$ cat src/rtl/wwd_pkg.sv
`timescale 1ns/100ps
package wwd_pkg;
    localparam int CNT_W  = 7;
    localparam int PSC_W  = 3;
    localparam int DATA_W = 16;

    localparam logic [1:0] A_CTRL = 2'd0;
    localparam logic [1:0] A_CFG  = 2'd1;
    localparam logic [1:0] A_STAT = 2'd2;

    localparam int CTRL_EN_BIT = 7;
    localparam int CFG_PSC_LO  = 8;
    localparam int CFG_IE_BIT  = 12;

    typedef struct packed {
        logic             en;
        logic [CNT_W-1:0] cnt;
        logic [CNT_W-1:0] win;
        logic [PSC_W-1:0] psc;
        logic             ie;
        logic             flag;
        logic             rst_req;
    } wwd_state_t;
endpackage

$ cat src/rtl/wwd_tick_gen.sv
`timescale 1ns/100ps
module wwd_tick_gen #(
    parameter int BASE_DIV = 4096,
    parameter int PSC_W    = 3
) (
    input  logic             clk,
    input  logic             rst_n,
    input  logic [PSC_W-1:0] psc,
    input  logic             restart,
    output logic             tick
);
    localparam int DIV_W = $clog2(BASE_DIV) + (1 << PSC_W);

    logic [DIV_W-1:0] div_d, div_q;
    logic [DIV_W-1:0] limit;

    always_comb begin
        limit = DIV_W'(BASE_DIV) << psc;
        tick  = (div_q == limit - DIV_W'(1));
        if (restart || tick) div_d = '0;
        else                 div_d = div_q + DIV_W'(1);
    end

    always_ff @(posedge clk or negedge rst_n) begin
        if (!rst_n) div_q <= '0;
        else        div_q <= div_d;
    end

    // Divider stays inside the selected period once it has restarted.
    p_div_bound_r2: assert property (@(posedge clk) disable iff (!rst_n)
        restart |=> (div_q < limit));
endmodule

$ cat src/rtl/wwd_ctrl.sv
`timescale 1ns/100ps
module wwd_ctrl
    import wwd_pkg::*;
(
    input  logic              clk,
    input  logic              rst_n,
    input  logic              wr_en,
    input  logic [1:0]        addr,
    input  logic [DATA_W-1:0] wdata,
    input  logic              tick,
    output logic              restart,
    output logic [PSC_W-1:0]  psc,
    output logic [DATA_W-1:0] rdata,
    output logic              irq,
    output logic              rst_req
);
    localparam logic [CNT_W-1:0] THR = CNT_W'(1) << (CNT_W - 1);

    wwd_state_t s_d, s_q;
    logic wr_ctrl, wr_cfg, wr_stat, en_next;

    always_comb begin
        wr_ctrl = wr_en && (addr == A_CTRL);
        wr_cfg  = wr_en && (addr == A_CFG);
        wr_stat = wr_en && (addr == A_STAT);
        en_next = s_q.en | wdata[CTRL_EN_BIT];

        s_d         = s_q;
        s_d.rst_req = 1'b0;

        if (wr_stat && !wdata[0]) s_d.flag = 1'b0;

        if (wr_cfg) begin
            s_d.win = wdata[CNT_W-1:0];
            s_d.psc = wdata[CFG_PSC_LO +: PSC_W];
            s_d.ie  = s_q.ie | wdata[CFG_IE_BIT];
        end

        if (wr_ctrl) begin
            s_d.en  = en_next;
            s_d.cnt = wdata[CNT_W-1:0];
            if (en_next && !wdata[CNT_W-1])     s_d.rst_req = 1'b1;
            if (s_q.en && (s_q.cnt > s_q.win))  s_d.rst_req = 1'b1;
        end else if (tick) begin
            s_d.cnt = s_q.cnt - CNT_W'(1);
            if (s_q.cnt == THR + CNT_W'(1)) s_d.flag = 1'b1;
            if (s_q.en && (s_q.cnt == THR)) s_d.rst_req = 1'b1;
        end
    end

    always_ff @(posedge clk or negedge rst_n) begin
        if (!rst_n) begin
            s_q.en      <= 1'b0;
            s_q.cnt     <= '1;
            s_q.win     <= '1;
            s_q.psc     <= '0;
            s_q.ie      <= 1'b0;
            s_q.flag    <= 1'b0;
            s_q.rst_req <= 1'b0;
        end else begin
            s_q <= s_d;
        end
    end

    always_comb begin
        restart = wr_ctrl;
        psc     = s_q.psc;
        irq     = s_q.flag & s_q.ie;
        rst_req = s_q.rst_req;
        rdata   = '0;
        case (addr)
            A_CTRL: begin
                rdata[CNT_W-1:0]   = s_q.cnt;
                rdata[CTRL_EN_BIT] = s_q.en;
            end
            A_CFG: begin
                rdata[CNT_W-1:0]              = s_q.win;
                rdata[CFG_PSC_LO +: PSC_W]    = s_q.psc;
                rdata[CFG_IE_BIT]             = s_q.ie;
            end
            A_STAT:  rdata[0] = s_q.flag;
            default: rdata = '0;
        endcase
    end

    p_tick_step_r2: assert property (@(posedge clk) disable iff (!rst_n)
        (tick && !wr_ctrl) |=> (s_q.cnt == $past(s_q.cnt) - CNT_W'(1)));
    p_timeout_r3: assert property (@(posedge clk) disable iff (!rst_n)
        (tick && !wr_ctrl && s_q.en && s_q.cnt == THR) |=> rst_req);
    p_en_sticky_r6: assert property (@(posedge clk) disable iff (!rst_n)
        s_q.en |=> s_q.en);
    p_no_req_disabled_r7: assert property (@(posedge clk) disable iff (!rst_n)
        rst_req |-> s_q.en);
    p_flag_set_r8: assert property (@(posedge clk) disable iff (!rst_n)
        (tick && !wr_ctrl && s_q.cnt == THR + CNT_W'(1)) |=> s_q.flag);
    p_ie_sticky_r10: assert property (@(posedge clk) disable iff (!rst_n)
        s_q.ie |=> s_q.ie);
endmodule

$ cat src/rtl/win_watchdog.sv
`timescale 1ns/100ps
module win_watchdog #(
    parameter int BASE_DIV = 4096
) (
    input  logic        clk,
    input  logic        rst_n,
    input  logic        wr_en,
    input  logic [1:0]  addr,
    input  logic [15:0] wdata,
    output logic [15:0] rdata,
    output logic        irq,
    output logic        rst_req
);
    import wwd_pkg::*;

    logic                tick, restart;
    logic [PSC_W-1:0]    psc;

    wwd_tick_gen #(.BASE_DIV(BASE_DIV), .PSC_W(PSC_W)) u_tick (
        .clk(clk), .rst_n(rst_n), .psc(psc), .restart(restart), .tick(tick)
    );

    wwd_ctrl u_ctrl (
        .clk(clk), .rst_n(rst_n), .wr_en(wr_en), .addr(addr), .wdata(wdata),
        .tick(tick), .restart(restart), .psc(psc), .rdata(rdata),
        .irq(irq), .rst_req(rst_req)
    );
endmodule

$ cat config.mk
export PLATFORM = sky130hd
export DESIGN_NAME = win_watchdog
export DESIGN_NICKNAME = d
export VERILOG_FILES = /design/src/rtl/wwd_pkg.sv /design/src/rtl/wwd_tick_gen.sv /design/src/rtl/wwd_ctrl.sv /design/src/rtl/win_watchdog.sv
export SDC_FILE = /design/constraint.sdc
export NUM_CORES = 1
export LEC_CHECK = 0
export CAP_MARGIN = 5
export CORE_MARGIN = 5
export CORE_UTILIZATION = 54
export DETAILED_ROUTE_END_ITERATION = 16
export PLACE_DENSITY = 0.8
export SETUP_SLACK_MARGIN = 0.3
export SLEW_MARGIN = 20
export SYNTH_ARGS = -nofsm -noshare
export SYNTH_HDL_FRONTEND = slang
export SYNTH_HIERARCHICAL = 1
export SYNTH_SLANG_ARGS = --single-unit
$ cat constraint.sdc
create_clock -name clk -period 3 [get_ports clk]
set_input_delay 0.6 -clock clk [delete_from_list [all_inputs] [get_ports clk]]
set_output_delay 0.6 -clock clk [all_outputs]
set_load 0.02 [all_outputs]
==> results of run 1 <==
## how the worst max path moves through the flow
stage,depth (start not counted),to,slack (ns)
2_1_floorplan,11,u_ctrl/s_q[16],0.64
3_3_place_gp,5,rdata[0],0.24
3_5_place_dp,5,rdata[0],0.23
4_1_cts,5,rdata[5],0.30
5_1_grt,8,u_ctrl/s_q[16],0.27
6_report,8,u_ctrl/s_q[16],0.47
## area by class of cell
| class | count | area [sq um] | area share (%) |
|---|---|---|---|
| Inverter | 17 | 63.81 | 2.121 |
| Timing Repair Buffer | 38 | 362.8 | 12.06 |
| Tap cell | 54 | 67.56 | 2.245 |
| Multi-Input combinational cell | 189 | 1364 | 45.32 |
| Sequential cell | 41 | 1044 | 34.68 |
| Clock inverter | 2 | 35.03 | 1.164 |
| Clock buffer | 6 | 72.57 | 2.412 |
## per-stage QoR
stage | utilization [%] | instances | power (mW)
2_1_floorplan | - | 264 | 1.027
3_3_place_gp | 61.31 | 337 | 1.128
3_5_place_dp | 61.31 | 337 | 1.144
4_1_cts | 63.76 | 347 | 1.580
5_1_grt | 64.13 | 347 | 1.666
6_report | 64.13 | 347 | 1.564
## cells by family (layout without fill, tap and decap cells)
| kind of cell | Yosys count | count (layout) | share of synthesized area, % |
|---|---|---|---|
| and+or+nand+nor | 98 | 98 | 21.77 |
| DFF | 41 | 41 | 40.35 |
| AOI/OAI and AO/OA | 38 | 38 | 10.69 |
| buffers and inverters | 34 | 63 | 7.450 |
| xor gates and xnor gates | 20 | 20 | 6.773 |
| muxes | 18 | 18 | 7.499 |
| adders and majority gates | 11 | 11 | 5.322 |
| other | 1 | 4 | 0.1450 |
## state kept, by name, summed over array words and instances (netlist names)
name,count
u_ctrl/rst_req,1
u_ctrl/psc,3
u_ctrl/s_q,17
u_tick/div_q,20
## power breakdown
group	leakage (nW)	internal [mW]	total, mW	switching [mW]
clock	0.0552	0.247	0.436	0.189
combinational	0.852	0.187	0.382	0.194
sequential	0.500	0.653	0.746	0.0930
## what timing repair did
action | 4_1_cts | 5_1_grt
buffers inserted | 2 | 0
gates resized for setup | 6 | 7
setup endpoints to repair | 7 | 10
gates cloned | 0 | 0
endpoints found under the hold margin | 0 | 0
## cells in the mapped netlist, types with 2 or more instances
master,number
a211oi_1,3
a21oi_1,6
a31o_2,5
a41o_1,3
and2_1,5
and3_1,4
and3_2,2
and4_1,3
buf_2,4
buf_4,7
buf_6,3
dfrtp_1,27
dfstp_2,14
ha_1,11
inv_1,17
mux2_2,11
mux2i_1,7
nand2_1,17
nand3_1,10
nand4_1,7
nor2_1,21
nor2_2,9
nor3_1,3
nor3b_1,2
nor4_1,2
o21ai_0,10
xnor2_1,10
xor2_1,10
## routing by layer
| layer | wire [microns] | global-route usage, % | part of all wire, % | up-vias |
|---|---|---|---|---|
| met3 | 185 | 3.855 | 3.6 | 6 |
| met1 | 2268 | 22.93 | 44 | 931 |
| met4 | 66 | 6.873 | 1.3 | 0 |
| li1 | - | - | - | 970 |
| met5 | 0 | 0 | 0 | - |
| met2 | 2600 | 29.12 | 51 | 33 |
==> impl_metrics.tcl, run 1 <==
set metrics [dict create \
    reg2reg_slack_ns 0.47 \
    arrival_ns 2.75 \
    clk_path_buf_depth 2 \
    synth_area_sq_mm 0.002586 \
    rows 25 \
    cts_tree "done" \
    required_ns 3.22 \
    r2r-end "u_ctrl/s_q[16]" \
    root_buffer "clkbuf_8" \
    worst_slew_pin_slew_ns 0.8917 \
    critPathMaxStageDelay_ns 0.54 \
    totalWireLength_microns 5121 \
    place_ws_ns 0.2294 \
    design_area_sq_mm 0.003009 \
    power.leakage_nw 1.407 \
    critical_path_class "register to register" \
    diodes 0 \
    yosysSeqAreaShare_pct 40.35 \
    die_w_microns 79.21 \
    rsz0062_at_grt "yes" \
    fmax_ghz 0.3952 \
    clkLatencyLatePin_ns 0.30 \
    p_per_area_mw_per_mm2 519.6 \
    fin_tns_setup_ns 0 \
    period_minus_slack_ns 2.530 \
    track_usage_pct 17.78 \
    layout_commonest_cell "dfrtp_1" \
    antenna_found_initial 0 \
    postRouteAntennaNets 0 \
    status "finished, final reports clean" \
    port_buffers 30 \
    synth_edf_count 0 \
    grt-ovfl-total 0 \
    synth_top_area_share_pct 26.12 \
    numCtsBuffers 5 \
    dieArea_sq_mm 0.006273 \
    crit_family "simple AND/OR/NAND/NOR gates" \
    ys_warn_count 6 \
    peakVddDrop_v 0.0003117 \
    rr_worst_depth 8 \
    drt_iter0_markers 52 \
    area_growth_pct 16.35 \
    fill_cells 386 \
    synth_seq_cells 41 \
    fin_hold_ws_ns 0.4167 \
    synthArstFlopShare_pct 100.0 \
    maxCapViolCount 0 \
    fin_worst_skew_ns 0.01409 \
    critPathSlowestCell "or4_1" \
    clock_sinks 41 \
    start_util_pct 55.12 \
    timing.critical_path.from "u_tick/div_q[18]" \
    grt_pass1_wl_microns 8804 \
    synth_ff_type "dfrtp_1" \
    via_per_inst 5.591 \
    first_global_vias 1885 \
    ios 39 \
    post-dp-hpwl_microns 3710 \
    synth_area_leaders "dfrtp_1 (26%), dfstp_2 (14%), ha_1 (5.3%)" \
    reg2reg_from "u_tick/div_q[18]" \
    cts.clk_slew.worst_paths_ns 0.09 \
    dr.pass1.iters 4 \
    gp_congestion 0.8000 \
    die_h_microns 79.21 \
    setup_ws_ns 0.4696 \
    hold_violations 0 \
    cts_hold_buffers 0 \
    grt_max_degree 42 \
    post-route-period-util_pct 84.35 \
    vias 1940 \
    design.core.area_sq_mm 0.004692 \
    synth.distinct_cells 56 \
    synthCells 261 \
    drv_slew 0 \
    fin_nets 324 \
    post_drt_wl_per_cell_microns 14.76 \
    avgSynthCellArea_sq_um 9.909 \
    drive_above_1_share_pct 22.53 \
    final_cell_mix "dfrtp_1 (27), nor2_1 (20), clkdlybuf4s50_1 (17), inv_1 (17), nand2_1 (17)" \
    drc 0 \
    setup.worst_path.start_class "register" \
    placed_area_sq_mm 0.002877 \
    min_path_type "input pin to asynchronous set/reset pin" \
    endpoint_kind "register" \
    critPathMaxFanout 7 \
    slew_headroom_pct 40.55 \
    synth_top_cell_by_area "dfrtp_1" \
    htreeDepth 2 \
    critPathBufInv 0 \
    setup_viol 0 \
    worstPathCellList "or4_1, o22ai_1, a31o_2, nand3_1, nor2_2, nor4b_1, xnor2_1, o21ai_0" \
]
Note: power is estimated with default switching activity, not from simulation.
==> inputs of run 2 (changes only) <==
--- a/config.mk
+++ b/config.mk
@@ -7,9 +7,9 @@
 export LEC_CHECK = 0
 export CAP_MARGIN = 5
 export CORE_MARGIN = 5
-export CORE_UTILIZATION = 54
+export CORE_UTILIZATION = 49
 export DETAILED_ROUTE_END_ITERATION = 16
-export PLACE_DENSITY = 0.8
+export PLACE_DENSITY = 0.76
 export SETUP_SLACK_MARGIN = 0.3
 export SLEW_MARGIN = 20
 export SYNTH_ARGS = -nofsm -noshare
==> constraint.sdc (replaced) <==
create_clock -name clk -period 2.25 [get_ports clk]
set_input_delay 0.45 -clock clk [delete_from_list [all_inputs] [get_ports clk]]
set_output_delay 0.45 -clock clk [all_outputs]
set_load 0.02 [all_outputs]
==> impl_metrics.tcl, run 2 (synthesized netlist as in run 1, its figures left out) <==
set metrics [dict create \
    status "finished, final reports clean" \
    fin_worst_skew_ns 0.008677 \
    antenna_found_initial 0 \
    grt_max_degree 42 \
    fin_nets 340 \
    die_w_microns 82.65 \
    maxCapViolCount 0 \
    numCtsBuffers 5 \
    first_global_vias 1986 \
    dr.pass1.iters 4 \
    gp_congestion 0.8383 \
    critPathMaxFanout 7 \
    port_buffers 30 \
    grt-ovfl-total 0 \
    setup_viol 0 \
    fmax_ghz 0.4824 \
    reg2reg_from "u_tick/div_q[18]" \
    power.leakage_nw 1.438 \
    start_util_pct 50.64 \
    diodes 0 \
    peakVddDrop_v 0.0003804 \
    arrival_ns 2.29 \
    cts.clk_slew.worst_paths_ns 0.09 \
    cts_tree "done" \
    reg2reg_slack_ns 0.18 \
    endpoint_kind "register" \
    clk_path_buf_depth 2 \
    ios 39 \
    clkLatencyLatePin_ns 0.30 \
    worst_slew_pin_slew_ns 0.5092 \
    post_drt_wl_per_cell_microns 13.85 \
    clock_sinks 41 \
    final_cell_mix "dfrtp_1 (27), nor2_1 (21), buf_4 (17), inv_1 (17), nand2_1 (16)" \
    setup.worst_path.start_class "register" \
    setup_ws_ns 0.1772 \
    period_minus_slack_ns 2.073 \
    post-route-period-util_pct 92.12 \
    rows 26 \
    r2r-end "u_ctrl/s_q[16]" \
    required_ns 2.47 \
    track_usage_pct 17.25 \
    drc 0 \
    slew_headroom_pct 66.06 \
    vias 1996 \
    reg_top3 "u_tick/div_q (20), u_ctrl/s_q (17), u_ctrl/psc (3)" \
    p_per_area_mw_per_mm2 702.7 \
    place_ws_ns -0.2227 \
    min_path_type "input pin to asynchronous set/reset pin" \
    critical_path_class "register to register" \
    dieArea_sq_mm 0.006831 \
    cts_hold_buffers 0 \
    layout_commonest_cell "dfrtp_1" \
    drive_above_1_share_pct 29.13 \
    totalWireLength_microns 5251 \
    design.core.area_sq_mm 0.005107 \
    top_register "u_tick/div_q" \
    area_growth_pct 24.58 \
    largest_reg_flops 20 \
    rr_worst_depth 9 \
    die_h_microns 82.65 \
    drt_iter0_markers 85 \
    htreeDepth 2 \
    root_buffer "clkbuf_8" \
    fin_hold_ws_ns 0.2019 \
    grt_pass1_wl_microns 9087 \
    hold_violations 0 \
    drv_slew 0 \
    fill_cells 423 \
    power_mw 2.264 \
    postRouteAntennaNets 0 \
    post-dp-hpwl_microns 3825 \
    rsz0062_at_grt "yes" \
    via_per_inst 5.266 \
]
[run 2: worst max-delay path, stage by stage, from the launching register on]
cell	delay, ns
dfrtp_1	0.39
or4_1	0.52
o22ai_1	0.16
a31o_2	0.14
nand3_2	0.08
nor2_1	0.09
buf_4	0.16
nor4b_4	0.22
xnor2_1	0.15
o21ai_1	0.10
[run 2: power breakdown]
group	switching (mW)	internal [mW]	leakage [nW]	total (mW)
sequential	0.121	0.871	0.500	0.992
clock	0.267	0.441	0.0681	0.708
combinational	0.283	0.281	0.870	0.564
[run 2: how the worst max path moves through the flow]
stage / cells past startpoint / slack (ns) / startpoint / end
5_1_grt: 9 / 0.05 / u_ctrl/psc[1] / u_ctrl/s_q[16]
2_1_floorplan: 12 / 0.08 / u_ctrl/psc[2] / u_ctrl/s_q[17]
3_5_place_dp: 5 / -0.22 / addr[1] / rdata[0]
4_1_cts: 10 / 0.18 / u_ctrl/psc[1] / u_ctrl/rst_req
6_report: 9 / 0.18 / u_tick/div_q[18] / u_ctrl/s_q[16]
3_3_place_gp: 5 / -0.19 / addr[1] / rdata[0]
[run 2: metrics by stage]
stage                     TNS, ns  instances  util (%)  instance area (sq um)
final                           0        379     63.08                   3222
after global routing            0        379     63.08                   3222
after CTS                       0        379     62.81                   3208
after detailed placement   -2.056        365     59.58                   3043
after global placement     -1.700        365     59.58                   3043
after floorplan                 0        264         -                   2631
[run 2: final cells by class]
class	instances	area, sq um	share of cell area (%)
clock buffer	5	68.82	2.136
clock inverter	3	65.06	2.019
inverter	17	63.81	1.981
multi-input combinational	189	1396	43.34
sequential	41	1044	32.39
tap	70	87.58	2.718
timing repair buffer	54	496.7	15.42
[run 2: metal layers]
metal	track usage, %	up-vias	wire (microns)
met3	4.338	9	243
li1	-	995	-
met5	0	-	0
met1	20.61	949	2281
met2	30.69	43	2648
met4	4.575	0	78
[run 2: timing repair]
| item | CTS | global route |
|---|---|---|
| setup endpoints to repair | 20 | 28 |
| gates cloned | 0 | 0 |
| pin swaps | 7 | 2 |
| gates resized for setup | 19 | 16 |
| setup buffers | 6 | 0 |
==> inputs of run 3 (changes only) <==
--- a/config.mk
+++ b/config.mk
@@ -10,7 +10,6 @@
 export CORE_UTILIZATION = 49
 export DETAILED_ROUTE_END_ITERATION = 16
 export PLACE_DENSITY = 0.76
-export SETUP_SLACK_MARGIN = 0.3
 export SLEW_MARGIN = 20
 export SYNTH_ARGS = -nofsm -noshare
 export SYNTH_HDL_FRONTEND = slang
==> impl_metrics.tcl, run 3 (synthesized netlist as in run 1, its figures left out) <==
set metrics [dict create \
    status "finished, final reports clean" \
    reg2reg_slack_ns 0.10 \
    rr_worst_depth 10 \
    ios 39 \
    design.core.area_sq_mm 0.005107 \
    multi_input_area_sq_mm 0.001386 \
    drc 0 \
    postRouteAntennaNets 0 \
    min_path_type "input pin to asynchronous set/reset pin" \
    final_cell_mix "dfrtp_1 (25), buf_4 (23), nor2_1 (21)" \
    hold_violations 0 \
    arrival_ns 1.76 \
    clock_sinks 41 \
    totalWireLength_microns 5479 \
    combPwrFrac_pct 25.5 \
    power.leakage_nw 1.424 \
    seqPwrFrac_pct 45.9 \
    largest_reg_flops 20 \
    setup_ws_ns 0.03607 \
    critPathBufInv 3 \
    numCtsBuffers 5 \
    worst_slew_pin_slew_ns 0.6137 \
    critPathSlowestCell "clkdlybuf4s50_1" \
    fin_worst_skew_ns 0.01485 \
    grt-ovfl-total 0 \
    start_util_pct 50.64 \
    setup_viol 0 \
    grt_pass1_wl_microns 9025 \
    antenna_found_initial 0 \
    cts_hold_buffers 0 \
    root_buffer "clkbuf_8" \
    register_area_sq_mm 0.001046 \
    critPathMaxStageDelay_ns 0.54 \
    track_usage_pct 17.23 \
    crit_family "buffers and inverters" \
    port_buffers 30 \
    fmax_ghz 0.4517 \
    period_minus_slack_ns 2.214 \
    via_per_inst 5.319 \
    die_h_microns 82.65 \
    dieArea_sq_mm 0.006831 \
    worstPathCellList "clkdlybuf4s50_1, buf_4, mux2i_1, nor2_1, dlygate4sd2_1" \
    maxCapViolCount 0 \
    drv_slew 0 \
    endpoint_kind "primary output" \
    drive_above_1_share_pct 28.48 \
    area_growth_pct 22.69 \
    required_ns 1.80 \
    grt_max_degree 29 \
    gp_congestion 0.8916 \
    rows 26 \
    clkLatencyLatePin_ns 0.30 \
    switchingPower_mw 0.6656 \
    placedCellCount 368 \
    post-route-period-util_pct 98.40 \
    htreeDepth 2 \
    internal_power_mw 1.508 \
    cts.clk_slew.worst_paths_ns 0.09 \
    rsz0062_at_grt "yes" \
    top_register "u_tick/div_q" \
    clk_path_buf_depth 2 \
    place_ws_ns -0.2389 \
    cts_tree "done" \
    peakVddDrop_v 0.0003482 \
    power_mw 2.174 \
    fin_nets 340 \
    instances_no_fill 379 \
    drt_iter0_markers 77 \
    vias 2016 \
    critPathMaxFanout 4 \
    diodes 0 \
    slew_headroom_pct 58.71 \
    layout_commonest_cell "dfrtp_1" \
    critical_path_class "input pin to primary output" \
    switching_share_pct 30.62 \
    reg2reg_from "u_ctrl/psc[2]" \
    clockPowerShare_pct 28.6 \
    fill_cells 436 \
    setup.worst_path.start_class "input pin" \
    p_per_area_mw_per_mm2 685.1 \
    first_global_vias 2010 \
    dr.pass1.iters 4 \
    reg_top3 "u_tick/div_q (20), u_ctrl/s_q (17), u_ctrl/psc (3)" \
    post_drt_wl_per_cell_microns 14.46 \
    r2r-end "u_ctrl/rst_req" \
    die_w_microns 82.65 \
    post-dp-hpwl_microns 3966 \
]
==> run 3: cell types whose count changed in the layout (fill, tap and decap cells not counted), sizes merged <==
cell and change:
buf -1, bufinv -1, clkdlybuf4s15 -5, clkdlybuf4s50 +2
clkinv -1, clkinvlp +1, dlygate4sd2 +5
==> run 3: worst max-delay path by stage <==
stage	to	cells past startpoint	from
4_1_cts	u_ctrl/s_q[16]	9	u_ctrl/psc[2]
2_1_floorplan	u_ctrl/s_q[16]	11	u_ctrl/psc[2]
6_report	rdata[6]	5	addr[0]
3_5_place_dp	rdata[0]	4	addr[1]
3_3_place_gp	rdata[0]	5	addr[0]
5_1_grt	u_ctrl/s_q[16]	9	u_ctrl/psc[2]
==> run 3: metal layers <==
layer / global-route usage [%] / part of all wire [%]
met5: 0 / 0
met4: 4.412 / 0.84
met3: 4.230 / 4.3
met2: 31.41 / 51
met1: 20.10 / 44
==> run 3: layout make-up <==
class / instances / area share [%]
multi-input cells: 189 / 43.69
flip-flops and latches: 41 / 32.97
repair buffers: 54 / 14.79
well taps: 70 / 2.760
clock buffers: 6 / 2.603
inverters: 17 / 2.011
clock inverters: 2 / 1.183
==> run 3: power groups by stage <==
| stage | clock network, mW | registers (mW) | logic [mW] |
|---|---|---|---|
| floorplan | 0 | 0.968 | 0.407 |
| global placement | 0 | 0.999 | 0.539 |
| detailed placement | 0 | 1.00 | 0.553 |
| CTS | 0.636 | 0.991 | 0.540 |
| global route | 0.676 | 1.02 | 0.623 |
| finish | 0.621 | 0.998 | 0.555 |
==> run 3: metrics by stage <==
| step | TNS (ns) | instance area (sq um) | hold slack [ns] | utilization, % |
|---|---|---|---|---|
| after floorplan | 0 | 2614 | 0.1544 | - |
| after global placement | -1.695 | 3038 | 0.4638 | 59.48 |
| after detailed placement | -1.879 | 3038 | 0.4663 | 59.48 |
| after CTS | 0 | 3143 | 0.1640 | 61.54 |
| after global routing | -0.02667 | 3173 | 0.2025 | 62.13 |
| final | 0 | 3173 | 0.1471 | 62.13 |
==> run 3: repair_timing <==
item | in CTS | in global routing
endpoints found under the setup margin | 12 | 4
resized for setup | 12 | 7
buffers inserted | 0 | 3
pin swaps | 0 | 1
